$ cat src/rtl/dispctl_pkg.sv
package dispctl_pkg;

  localparam int ADDR_W  = 8;
  localparam int DATA_W  = 32;
  localparam int NUM_OUT = 2;
  localparam int OUT_LCD = 0;
  localparam int OUT_DIG = 1;
  localparam int IRQ_W   = 16;
  localparam int CFG_W   = 14;
  localparam int LINE_W  = 11;
  localparam int COL_W   = 24;
  localparam int GO_LSB  = 5;   // LCD GO at GO_LSB, digital GO one above

  // register offsets
  localparam logic [ADDR_W-1:0] A_SYS      = 8'h00;
  localparam logic [ADDR_W-1:0] A_STAT     = 8'h04;
  localparam logic [ADDR_W-1:0] A_IRQEN    = 8'h08;
  localparam logic [ADDR_W-1:0] A_CTRL     = 8'h0C;
  localparam logic [ADDR_W-1:0] A_CFG      = 8'h10;
  localparam logic [ADDR_W-1:0] A_BG0      = 8'h14;
  localparam logic [ADDR_W-1:0] A_BG1      = 8'h18;
  localparam logic [ADDR_W-1:0] A_KEY0     = 8'h1C;
  localparam logic [ADDR_W-1:0] A_KEY1     = 8'h20;
  localparam logic [ADDR_W-1:0] A_LINE     = 8'h24;
  localparam logic [ADDR_W-1:0] A_TIM_H    = 8'h28;
  localparam logic [ADDR_W-1:0] A_TIM_V    = 8'h2C;
  localparam logic [ADDR_W-1:0] A_POLFREQ  = 8'h30;
  localparam logic [ADDR_W-1:0] A_DIV      = 8'h34;
  localparam logic [ADDR_W-1:0] A_SIZE_DIG = 8'h38;
  localparam logic [ADDR_W-1:0] A_SIZE_LCD = 8'h3C;
  localparam logic [ADDR_W-1:0] A_GBASE    = 8'h40;
  localparam logic [ADDR_W-1:0] A_GPOS     = 8'h44;
  localparam logic [ADDR_W-1:0] A_GSIZE    = 8'h48;
  localparam logic [ADDR_W-1:0] A_GTHR     = 8'h4C;
  localparam logic [ADDR_W-1:0] A_ROWINC   = 8'h50;
  localparam logic [ADDR_W-1:0] A_PIXINC   = 8'h54;

  // write masks
  localparam logic [DATA_W-1:0] M_CTRL    = 32'h07ff_9fff;
  localparam logic [DATA_W-1:0] M_TIM     = 32'h0ff0_ff3f;
  localparam logic [DATA_W-1:0] M_POLFREQ = 32'h0003_ffff;
  localparam logic [DATA_W-1:0] M_DIV     = 32'h00ff_00ff;
  localparam logic [DATA_W-1:0] M_XY      = 32'h07ff_07ff;
  localparam logic [DATA_W-1:0] M_THR     = 32'h01ff_01ff;
  localparam logic [DATA_W-1:0] M_GO      = 32'(((1 << NUM_OUT) - 1) << GO_LSB);

  typedef struct packed {
    logic [CFG_W-1:0]  cfg;
    logic [LINE_W-1:0] line;
    logic [DATA_W-1:0] tim_h;
    logic [DATA_W-1:0] tim_v;
    logic [DATA_W-1:0] polfreq;
    logic [DATA_W-1:0] divisor;
    logic [DATA_W-1:0] gbase;
    logic [DATA_W-1:0] gpos;
    logic [DATA_W-1:0] gsize;
    logic [DATA_W-1:0] gthr;
    logic [DATA_W-1:0] rowinc;
    logic [DATA_W-1:0] pixinc;
  } shared_t;

  typedef struct packed {
    logic [DATA_W-1:0] size;
    logic [COL_W-1:0]  bg;
    logic [COL_W-1:0]  key;
  } chan_t;

  localparam shared_t SHARED_RST = '{rowinc: 32'd1, pixinc: 32'd1, default: '0};
  localparam chan_t   CHAN_RST   = '{default: '0};

  function automatic logic [ADDR_W-1:0] size_addr(input int i);
    return (i == OUT_LCD) ? A_SIZE_LCD : A_SIZE_DIG;
  endfunction

  function automatic logic [ADDR_W-1:0] bg_addr(input int i);
    return (i == OUT_LCD) ? A_BG0 : A_BG1;
  endfunction

  function automatic logic [ADDR_W-1:0] key_addr(input int i);
    return (i == OUT_LCD) ? A_KEY0 : A_KEY1;
  endfunction

endpackage

$ cat src/rtl/dispctl_shadow_bank.sv
module dispctl_shadow_bank
  import dispctl_pkg::*;
(
  input  logic                    clk,
  input  logic                    rst_n,
  input  logic                    soft_rst,
  input  logic                    wr_en,
  input  logic [ADDR_W-1:0]       addr,
  input  logic [DATA_W-1:0]       wdata,
  input  logic                    pal_load_done,
  output shared_t                 sh_q,
  output chan_t [NUM_OUT-1:0]     ch_q
);

  // load-mode 1->0 and 3->2 both amount to clearing bit 1 when bit 1 is set
  logic step_load;
  assign step_load = pal_load_done && sh_q.cfg[1];

  always_ff @(posedge clk or negedge rst_n) begin
    if (!rst_n) begin
      sh_q <= SHARED_RST;
    end else if (soft_rst) begin
      sh_q <= SHARED_RST;
    end else begin
      if (step_load) sh_q.cfg[1] <= 1'b0;
      if (wr_en) begin
        case (addr)
          A_CFG:     sh_q.cfg     <= wdata[CFG_W-1:0];
          A_LINE:    sh_q.line    <= wdata[LINE_W-1:0];
          A_TIM_H:   sh_q.tim_h   <= wdata & M_TIM;
          A_TIM_V:   sh_q.tim_v   <= wdata & M_TIM;
          A_POLFREQ: sh_q.polfreq <= wdata & M_POLFREQ;
          A_DIV:     sh_q.divisor <= wdata & M_DIV;
          A_GBASE:   sh_q.gbase   <= wdata;
          A_GPOS:    sh_q.gpos    <= wdata & M_XY;
          A_GSIZE:   sh_q.gsize   <= wdata & M_XY;
          A_GTHR:    sh_q.gthr    <= wdata & M_THR;
          A_ROWINC:  sh_q.rowinc  <= wdata;
          A_PIXINC:  sh_q.pixinc  <= wdata;
          default: ;
        endcase
      end
    end
  end

  for (genvar g = 0; g < NUM_OUT; g++) begin : g_chan
    localparam logic [ADDR_W-1:0] SZ_A  = size_addr(g);
    localparam logic [ADDR_W-1:0] BG_A  = bg_addr(g);
    localparam logic [ADDR_W-1:0] KEY_A = key_addr(g);

    always_ff @(posedge clk or negedge rst_n) begin
      if (!rst_n) begin
        ch_q[g] <= CHAN_RST;
      end else if (soft_rst) begin
        ch_q[g] <= CHAN_RST;
      end else if (wr_en) begin
        if (addr == SZ_A)  ch_q[g].size <= wdata & M_XY;
        if (addr == BG_A)  ch_q[g].bg   <= wdata[COL_W-1:0];
        if (addr == KEY_A) ch_q[g].key  <= wdata[COL_W-1:0];
      end
    end
  end

endmodule

$ cat src/rtl/dispctl_ctrl_go.sv
module dispctl_ctrl_go
  import dispctl_pkg::*;
(
  input  logic               clk,
  input  logic               rst_n,
  input  logic               soft_rst,
  input  logic               wr_ctrl,
  input  logic [DATA_W-1:0]  wdata,
  input  logic               vsync,
  output logic [DATA_W-1:0]  ctrl_rd,
  output logic [NUM_OUT-1:0] out_en,
  output logic [NUM_OUT-1:0] go_q,
  output logic [NUM_OUT-1:0] take
);

  logic [DATA_W-1:0]  ctrl_q;
  logic [NUM_OUT-1:0] go_set;

  assign go_set = wr_ctrl ? wdata[GO_LSB +: NUM_OUT] : '0;
  assign take   = go_q & {NUM_OUT{vsync}};

  always_ff @(posedge clk or negedge rst_n) begin
    if (!rst_n) begin
      ctrl_q <= '0;
      go_q   <= '0;
    end else if (soft_rst) begin
      ctrl_q <= '0;
      go_q   <= '0;
    end else begin
      if (wr_ctrl) ctrl_q <= wdata & M_CTRL & ~M_GO;
      // an accepted GO drops; a GO written in the same cycle stays pending
      go_q <= (go_q & ~take) | go_set;
    end
  end

  assign ctrl_rd = ctrl_q | (DATA_W'(go_q) << GO_LSB);
  assign out_en  = ctrl_q[NUM_OUT-1:0];

endmodule

$ cat src/rtl/dispctl_active_bank.sv
module dispctl_active_bank
  import dispctl_pkg::*;
(
  input  logic                clk,
  input  logic                rst_n,
  input  logic                soft_rst,
  input  logic [NUM_OUT-1:0]  take,
  input  shared_t             sh_q,
  input  chan_t [NUM_OUT-1:0] ch_q,
  output shared_t             act_sh,
  output chan_t [NUM_OUT-1:0] act_ch
);

  always_ff @(posedge clk or negedge rst_n) begin
    if (!rst_n)          act_sh <= SHARED_RST;
    else if (soft_rst)   act_sh <= SHARED_RST;
    else if (|take)      act_sh <= sh_q;
  end

  for (genvar g = 0; g < NUM_OUT; g++) begin : g_act
    always_ff @(posedge clk or negedge rst_n) begin
      if (!rst_n)         act_ch[g] <= CHAN_RST;
      else if (soft_rst)  act_ch[g] <= CHAN_RST;
      else if (take[g])   act_ch[g] <= ch_q[g];
    end
  end

endmodule

$ cat src/rtl/dispctl_irq.sv
module dispctl_irq
  import dispctl_pkg::*;
(
  input  logic             clk,
  input  logic             rst_n,
  input  logic             soft_rst,
  input  logic             wr_stat,
  input  logic             wr_en_reg,
  input  logic [IRQ_W-1:0] wdata,
  input  logic [IRQ_W-1:0] events,
  output logic [IRQ_W-1:0] stat_q,
  output logic [IRQ_W-1:0] en_q,
  output logic             irq
);

  logic [IRQ_W-1:0] clr;
  assign clr = wr_stat ? wdata : '0;

  always_ff @(posedge clk or negedge rst_n) begin
    if (!rst_n) begin
      stat_q <= '0;
      en_q   <= '0;
    end else if (soft_rst) begin
      stat_q <= '0;
      en_q   <= '0;
    end else begin
      stat_q <= (stat_q & ~clr) | events;
      if (wr_en_reg) en_q <= wdata;
    end
  end

  assign irq = |(stat_q & en_q);

endmodule

$ cat src/rtl/dispctl_shadow_regs.sv
module dispctl_shadow_regs
  import dispctl_pkg::*;
(
  input  logic        clk,
  input  logic        rst_n,
  input  logic        reg_wr,
  input  logic [7:0]  reg_addr,
  input  logic [31:0] reg_wdata,
  output logic [31:0] reg_rdata,
  input  logic        frame_done,
  input  logic        vsync,
  input  logic        pal_load_done,
  output logic        irq,
  output logic        lcd_en,
  output logic        dig_en,
  output logic [13:0] act_cfg,
  output logic [10:0] act_line,
  output logic [31:0] act_tim_h,
  output logic [31:0] act_tim_v,
  output logic [31:0] act_pol_freq,
  output logic [31:0] act_divisor,
  output logic [31:0] act_gfx_base,
  output logic [31:0] act_gfx_pos,
  output logic [31:0] act_gfx_size,
  output logic [31:0] act_gfx_thresh,
  output logic [31:0] act_row_inc,
  output logic [31:0] act_pix_inc,
  output logic [31:0] act_lcd_size,
  output logic [31:0] act_dig_size,
  output logic [23:0] act_lcd_bg,
  output logic [23:0] act_dig_bg,
  output logic [23:0] act_lcd_key,
  output logic [23:0] act_dig_key
);

  shared_t             sh_q, act_sh;
  chan_t [NUM_OUT-1:0] ch_q, act_ch;
  logic [NUM_OUT-1:0]  go_q, take, out_en;
  logic [DATA_W-1:0]   ctrl_rd;
  logic [IRQ_W-1:0]    stat_q, irq_en_q, events;
  logic                soft_rst;

  assign soft_rst = reg_wr && (reg_addr == A_SYS) && reg_wdata[1];
  assign events   = IRQ_W'(frame_done);

  dispctl_shadow_bank u_shadow (
    .clk(clk), .rst_n(rst_n), .soft_rst(soft_rst), .wr_en(reg_wr),
    .addr(reg_addr), .wdata(reg_wdata), .pal_load_done(pal_load_done),
    .sh_q(sh_q), .ch_q(ch_q)
  );

  dispctl_ctrl_go u_ctrl (
    .clk(clk), .rst_n(rst_n), .soft_rst(soft_rst),
    .wr_ctrl(reg_wr && reg_addr == A_CTRL), .wdata(reg_wdata), .vsync(vsync),
    .ctrl_rd(ctrl_rd), .out_en(out_en), .go_q(go_q), .take(take)
  );

  dispctl_active_bank u_active (
    .clk(clk), .rst_n(rst_n), .soft_rst(soft_rst), .take(take),
    .sh_q(sh_q), .ch_q(ch_q), .act_sh(act_sh), .act_ch(act_ch)
  );

  dispctl_irq u_irq (
    .clk(clk), .rst_n(rst_n), .soft_rst(soft_rst),
    .wr_stat(reg_wr && reg_addr == A_STAT),
    .wr_en_reg(reg_wr && reg_addr == A_IRQEN),
    .wdata(reg_wdata[IRQ_W-1:0]), .events(events),
    .stat_q(stat_q), .en_q(irq_en_q), .irq(irq)
  );

  always_comb begin
    case (reg_addr)
      A_STAT:     reg_rdata = DATA_W'(stat_q);
      A_IRQEN:    reg_rdata = DATA_W'(irq_en_q);
      A_CTRL:     reg_rdata = ctrl_rd;
      A_CFG:      reg_rdata = DATA_W'(sh_q.cfg);
      A_BG0:      reg_rdata = DATA_W'(ch_q[OUT_LCD].bg);
      A_BG1:      reg_rdata = DATA_W'(ch_q[OUT_DIG].bg);
      A_KEY0:     reg_rdata = DATA_W'(ch_q[OUT_LCD].key);
      A_KEY1:     reg_rdata = DATA_W'(ch_q[OUT_DIG].key);
      A_LINE:     reg_rdata = DATA_W'(sh_q.line);
      A_TIM_H:    reg_rdata = sh_q.tim_h;
      A_TIM_V:    reg_rdata = sh_q.tim_v;
      A_POLFREQ:  reg_rdata = sh_q.polfreq;
      A_DIV:      reg_rdata = sh_q.divisor;
      A_SIZE_DIG: reg_rdata = ch_q[OUT_DIG].size;
      A_SIZE_LCD: reg_rdata = ch_q[OUT_LCD].size;
      A_GBASE:    reg_rdata = sh_q.gbase;
      A_GPOS:     reg_rdata = sh_q.gpos;
      A_GSIZE:    reg_rdata = sh_q.gsize;
      A_GTHR:     reg_rdata = sh_q.gthr;
      A_ROWINC:   reg_rdata = sh_q.rowinc;
      A_PIXINC:   reg_rdata = sh_q.pixinc;
      default:    reg_rdata = '0;
    endcase
  end

  assign lcd_en         = out_en[OUT_LCD];
  assign dig_en         = out_en[OUT_DIG];
  assign act_cfg        = act_sh.cfg;
  assign act_line       = act_sh.line;
  assign act_tim_h      = act_sh.tim_h;
  assign act_tim_v      = act_sh.tim_v;
  assign act_pol_freq   = act_sh.polfreq;
  assign act_divisor    = act_sh.divisor;
  assign act_gfx_base   = act_sh.gbase;
  assign act_gfx_pos    = act_sh.gpos;
  assign act_gfx_size   = act_sh.gsize;
  assign act_gfx_thresh = act_sh.gthr;
  assign act_row_inc    = act_sh.rowinc;
  assign act_pix_inc    = act_sh.pixinc;
  assign act_lcd_size   = act_ch[OUT_LCD].size;
  assign act_dig_size   = act_ch[OUT_DIG].size;
  assign act_lcd_bg     = act_ch[OUT_LCD].bg;
  assign act_dig_bg     = act_ch[OUT_DIG].bg;
  assign act_lcd_key    = act_ch[OUT_LCD].key;
  assign act_dig_key    = act_ch[OUT_DIG].key;

endmodule

$ cat config.mk
export PLATFORM = sky130hd
export DESIGN_NAME = dispctl_shadow_regs
export DESIGN_NICKNAME = d
export VERILOG_FILES = /design/src/rtl/dispctl_pkg.sv /design/src/rtl/dispctl_shadow_bank.sv /design/src/rtl/dispctl_ctrl_go.sv /design/src/rtl/dispctl_active_bank.sv /design/src/rtl/dispctl_irq.sv /design/src/rtl/dispctl_shadow_regs.sv
export SDC_FILE = /design/constraint.sdc
export NUM_CORES = 2
export LEC_CHECK = 0
export BUFFER_PORTS_ARGS = -buffer_cell sky130_fd_sc_hd__buf_2
export CAP_MARGIN = 25
export CORE_MARGIN = 3
export CORE_UTILIZATION = 55
export DETAILED_ROUTE_END_ITERATION = 8
export PLACE_DENSITY = 0.78
export SETUP_SLACK_MARGIN = 0.15
export SLEW_MARGIN = 20
export SYNTH_ARGS = -nofsm -noshare
export SYNTH_HDL_FRONTEND = slang
export SYNTH_SLANG_ARGS = --single-unit
$ cat constraint.sdc
create_clock -name clk -period 4.64 [get_ports clk]
set_input_delay 0.464 -clock clk [delete_from_list [all_inputs] [get_ports clk]]
set_output_delay 0.464 -clock clk [all_outputs]
set_load 0.01 [all_outputs]
Yosys cells after proc, flatten, opt, wreduce, memory -nomap -nowiden
Index checks and enable logic that the tools add are counted.
{"block": "word_totals", "reg_bits": 1076, "inputBits": 46, "output_inout_bits": 540}
{"block": "op_classes", "n_eq_ne": 21, "n_mux": 40, "bitwise_logic": 9, "n_reduce_logical": 51}
{"operator": "345-bit 2-to-1 mux", "n": 4}
{"operator": "32-bit one-hot mux with 21 select lines", "n": 1}
{"operator": "80-bit 2-to-1 mux", "n": 8}
{"operator": "32-bit 2-to-1 mux", "n": 14}
{"operator": "24-bit 2-to-1 mux", "n": 4}
{"operator": "8-bit by 6-bit == test with 1-bit output, second input constant", "n": 8}
{"operator": "16-bit 2-to-1 mux", "n": 4}
{"operator": "8-bit by 7-bit == test with 1-bit output, second input constant", "n": 6}
{"operator": "2-bit nonzero test", "n": 24}
{"operator": "2-bit AND reduction", "n": 18}
{"operator": "16-bit bitwise AND", "n": 2}
{"operator": "8-bit by 5-bit == test with 1-bit output, second input constant", "n": 4}
{"operator": "32-bit by 7-bit bitwise OR with 32-bit output", "n": 1}
{"operator": "8-bit by 4-bit == test with 1-bit output, second input constant", "n": 2}
{"operator": "16-bit inverter", "n": 1}
{"operator": "16-bit by 1-bit bitwise OR with 16-bit output", "n": 1}
{"operator": "16-bit OR reduction", "n": 1}
{"operator": "14-bit 2-to-1 mux", "n": 1}
{"operator": "11-bit 2-to-1 mux", "n": 1}
{"operator": "8-bit by 3-bit == test with 1-bit output, second input constant", "n": 1}
{"operator": "8-bit zero test", "n": 1}
{"operator": "1-bit logical AND", "n": 6}
{"operator": "2-bit bitwise AND", "n": 2}
{"operator": "2-bit 2-to-1 mux", "n": 2}
{"operator": "4 further kinds", "n": 4}

Longest topological paths before layout
{"block": "logic_depth", "ltp_word": 7, "ltp_mapped": 9, "mapped_depth_nobuf": 5}

By module
Synthesis repeated with hierarchy kept, for this count alone.
{"block": "unflattened", "cells_unflattened": 4470, "area_unflattened_um2": 48222.5}
{"mod": "dispctl_active_bank", "instances": 1, "cells_each": 2087, "area_per_inst_um2": 22552.9, "seq_area_each_um2": 12639.6}
{"mod": "dispctl_shadow_bank", "instances": 1, "cells_each": 1517, "area_per_inst_um2": 18622.9, "seq_area_each_um2": 10037.1}
{"mod": "dispctl_shadow_regs", "instances": 1, "cells_each": 641, "area_per_inst_um2": 4524.3, "seq_area_each_um2": 0.0}
{"mod": "dispctl_irq", "instances": 1, "cells_each": 128, "area_per_inst_um2": 1386.3, "seq_area_each_um2": 800.8}
{"mod": "dispctl_ctrl_go", "instances": 1, "cells_each": 97, "area_per_inst_um2": 1136.1, "seq_area_each_um2": 625.6}

Worst setup path after synthesis
No wires, ideal clock.
{"block": "synth_timing", "path_kind": "input-to-output", "start": "input port reg_addr[3]", "end": "output port reg_rdata[8]", "t_arrival_ps": 2361, "required_time_ps": 4176, "slack_ps": 1815, "cell_stages": 8, "path_cell_list": "buf_2 -> or4b_2 -> clkbuf_1 -> clkbuf_1 -> buf_1 -> nor3_1 -> a21oi_1 -> o2111ai_1"}
{"block": "synth_between", "elab_chain_cells": 2, "word_cells_on_any_way": 22, "cone_classes": "21 x eq/ne; 1 x mux"}
{"element": "start, declared", "line_no": "dispctl_shadow_regs.sv:7", "text": "input logic [7:0] reg_addr,"}
{"element": "8-bit by 7-bit == test with 1-bit output (tied with other cells)", "line_no": "dispctl_shadow_regs.sv:72", "text": "case (reg_addr)"}
{"element": "32-bit one-hot mux with 21 select lines *", "line_no": "dispctl_shadow_regs.sv:72"}
{"element": "end, declared", "line_no": "dispctl_shadow_regs.sv:9", "text": "output logic [31:0] reg_rdata,"}
Every way passes the cells marked *; elsewhere a longest branch is shown, timed or not.

Worst setup path after layout
{"block": "layout_timing", "start": "input port reg_addr[6]", "end": "output port reg_rdata[0]"}
The elaborated chain is that of the path after synthesis.

==> results.sh <==
export IMPL_outcome="completed"
export IMPL_dr_first_iter_drc_count=5197
export IMPL_synthFlopType="dfrtp_1"
export IMPL_route_detailed_drc=0
export IMPL_finalMaxSlewViolations=0
export IMPL_finalPower_mw=15.9
export IMPL_totalWireLength_mm=157
export IMPL_gp_congestion=1.11
export IMPL_worstSetupPathType="in -> out"
export IMPL_grt_pass1_wl_mm=225
export IMPL_portBuffers=565
export IMPL_antenna_left=0
export IMPL_slew_headroom_pct=25.7
export IMPL_core_um2=66000
export IMPL_yosys_cell_count_top_type="nand2_1"
export IMPL_setup_viol=0
export IMPL_syn_avg_cell_area_um2=9.63
export IMPL_die_area_um2=69900
export IMPL_yosysTopAreaCell="dfrtp_1"
export IMPL_grt_overflow_total=0
export IMPL_hpwlAfterDp_mm=111
export IMPL_p_leak_nw=20.9
export IMPL_rsz0062_at_grt="no"
export IMPL_synthTopCellsByArea="dfrtp_1, nand2_1, a21oi_1, a22o_1, o21ai_0"
export IMPL_period_minus_slack_ps=3830
export IMPL_cts_hold_buffers=2
export IMPL_worstSetupStartpointType="primary input"
export IMPL_clock_sinks=860
export IMPL_ctsResizeCount=0
export IMPL_holdCritPathClass="in -> reg"
export IMPL_yosysUniqueCellTypes=62
export IMPL_grt_pass1_vias=32620
export IMPL_required_ps=4180
export IMPL_tns_ps=0
export IMPL_tritoncts="built"
export IMPL_fin_worst_skew_ps=25.4
export IMPL_cts_setup_buffers=0
export IMPL_crit_arrival_ps=3360
export IMPL_hold_violations=0
export IMPL_clk_pin_slew_ps=60
export IMPL_die_h_um=264
export IMPL_viasPerCell=6.71
export IMPL_root_buffer="clkbuf_16"
export IMPL_fp_dieW_um=264
export IMPL_ys_async_sr_fraction_pct=100
export IMPL_p_per_area_nw_per_um2=373
export IMPL_finalNetCount=4222
export IMPL_yosys_warnings=0
export IMPL_max_freq_mhz=261
export IMPL_ys_ff_latch=860
export IMPL_crit_fanout=29
export IMPL_synth_edf_count=0
export IMPL_end_kind="output port"
export IMPL_rows=94
export IMPL_finalCritPeriodShare_pct=82.5
export IMPL_clk_latency_ps=660
export IMPL_max_clock_path_buffers=3
export IMPL_grt_max_degree=191
export IMPL_ir_drop_uv=288
export IMPL_grt_usage_pct=44.1
export IMPL_start_util_pct=55.6
export IMPL_wl_per_cell_um=30.7
export IMPL_synth_common_cells="nand2_1, dfrtp_1, a21oi_1, o21ai_0, clkbuf_1"
export IMPL_worstMarginPinSlew_ps=1110
export IMPL_drv_cap=0
export IMPL_drive_gt1_share_pct=20.7
export IMPL_cts_made_buffers=87
export IMPL_synth_area_um2=36700
export IMPL_firstDrtPassIters=7
export IMPL_syn_inst=3811
export IMPL_ys_seq_area_share_pct=58.6
export IMPL_vias=34297
export IMPL_boundaryPins=586
export IMPL_antenna_found_initial=13
export IMPL_synthToLayoutAreaGrowth_pct=16.1
export IMPL_synth_top_area_share_pct=58.3
export IMPL_htreeDepth=3
cell families (layout without fill, tap and decap cells):
group,after synthesis,after routing,share of synthesized area (%)
muxes,47,47,1.39
DFF,860,860,58.6
and+or+nand+nor,1328,1328,14.6
AOI/OAI and AO/OA,1138,1138,19.3
other,1,29,0.0102
buffers and inverters,437,847,6.08
cell type report:
cell class	instances	area, µm²
diodes	9	22.5
clock buffers	122	2530
clock inverters	31	314
fillers	5365	23300
inverters	8	30.0
multi-input cells	2533	13200
flip-flops and latches	860	21500
well taps	864	1080
repair buffers	686	3960
cells in the final DEF (no fill, tap or decap), types with 11 or more instances in the layout:
cell type,netlist,final
a21oi_1,464,464
a221oi_1,18,18
a222oi_1,31,31
a22o_1,199,199
a22oi_1,87,87
and3_1,19,19
buf_12,0,16
buf_2,43,564
buf_4,143,102
clkbuf_1,227,17
clkbuf_16,0,91
clkbuf_8,0,14
clkinv_2,0,16
conb_1,1,20
dfrtp_1,856,855
mux2_2,12,12
mux2i_1,33,33
nand2_1,1147,1145
nand3_1,16,16
nor2_1,65,65
o211ai_1,11,11
o21ai_0,257,252
o22ai_1,17,17
per-stage QoR:
step                hold slack, ps  util, %  area (µm²)  setup slack, ps  cells
detailed placement             467     60.2       39700             1000   4948
global placement               462     60.2       39700             1080   4947
global route                  19.1     64.6       42600              767   5109
CTS                           6.53     64.6       42600             1020   5103
floorplan                      168        -       36800             1810   3830
finish                        44.0     64.6       42600              812   5113
flip-flops by register name, summed over array words and instances, names as in the netlist:
signal	count
u_active.act_sh	262
u_shadow.sh_q	261
u_active.act_ch	140
u_shadow.ch_q	140
u_ctrl.ctrl_q	23
u_irq.en_q	16
u_irq.stat_q	16
u_ctrl.go_q	2
final timing paths:
check | cells after the start | slack, ps | end | start
max | 7 | 810 | reg_rdata[0] | reg_addr[6]
max reg2reg | 4 | 2320 | u_active.act_sh[47]$_DFFE_PN0P_ | u_ctrl.go_q[0]$_DFF_PN0_
min | 2 | 40 | u_irq.stat_q[2]$_DFF_PN0_ | reg_wdata[2]
min in group asynchronous | 2 | 490 | u_active.act_sh[210]$_DFFE_PN0P_ | rst_n
max in group asynchronous | 3 | 2880 | u_active.act_ch[82]$_DFFE_PN0P_ | rst_n
min reg2reg | 2 | 480 | u_ctrl.ctrl_q[21]$_DFFE_PN0P_ | u_ctrl.ctrl_q[21]$_DFFE_PN0P_
routing by layer:
layer / part of all wire [%] / global-route usage [%] / wire length (µm) / vias to the layer above
met1: 34 / 55.4 / 53900 / 16874
met4: 8.7 / 30.1 / 13600 / 8
met3: 13 / 12.7 / 20200 / 743
met2: 44 / 66.7 / 69000 / 2910
met5: 0.026 / 0 / 40 / -
li1: - / - / - / 13762
report_power, final:
part | total, mW | switching, mW | internal (mW)
clock network | 7.12 | 3.03 | 4.09
registers | 8.03 | 0.328 | 7.70
logic | 0.773 | 0.559 | 0.215
worst max-delay path, stage by stage:
cell       delay (ps)
buf_2             580
nor4bb_4          520
buf_4             320
nand2_1           580
o2111ai_1         460
or3_1             250
buf_2             160
No activity file was read; power rests on OpenSTA's default activity.
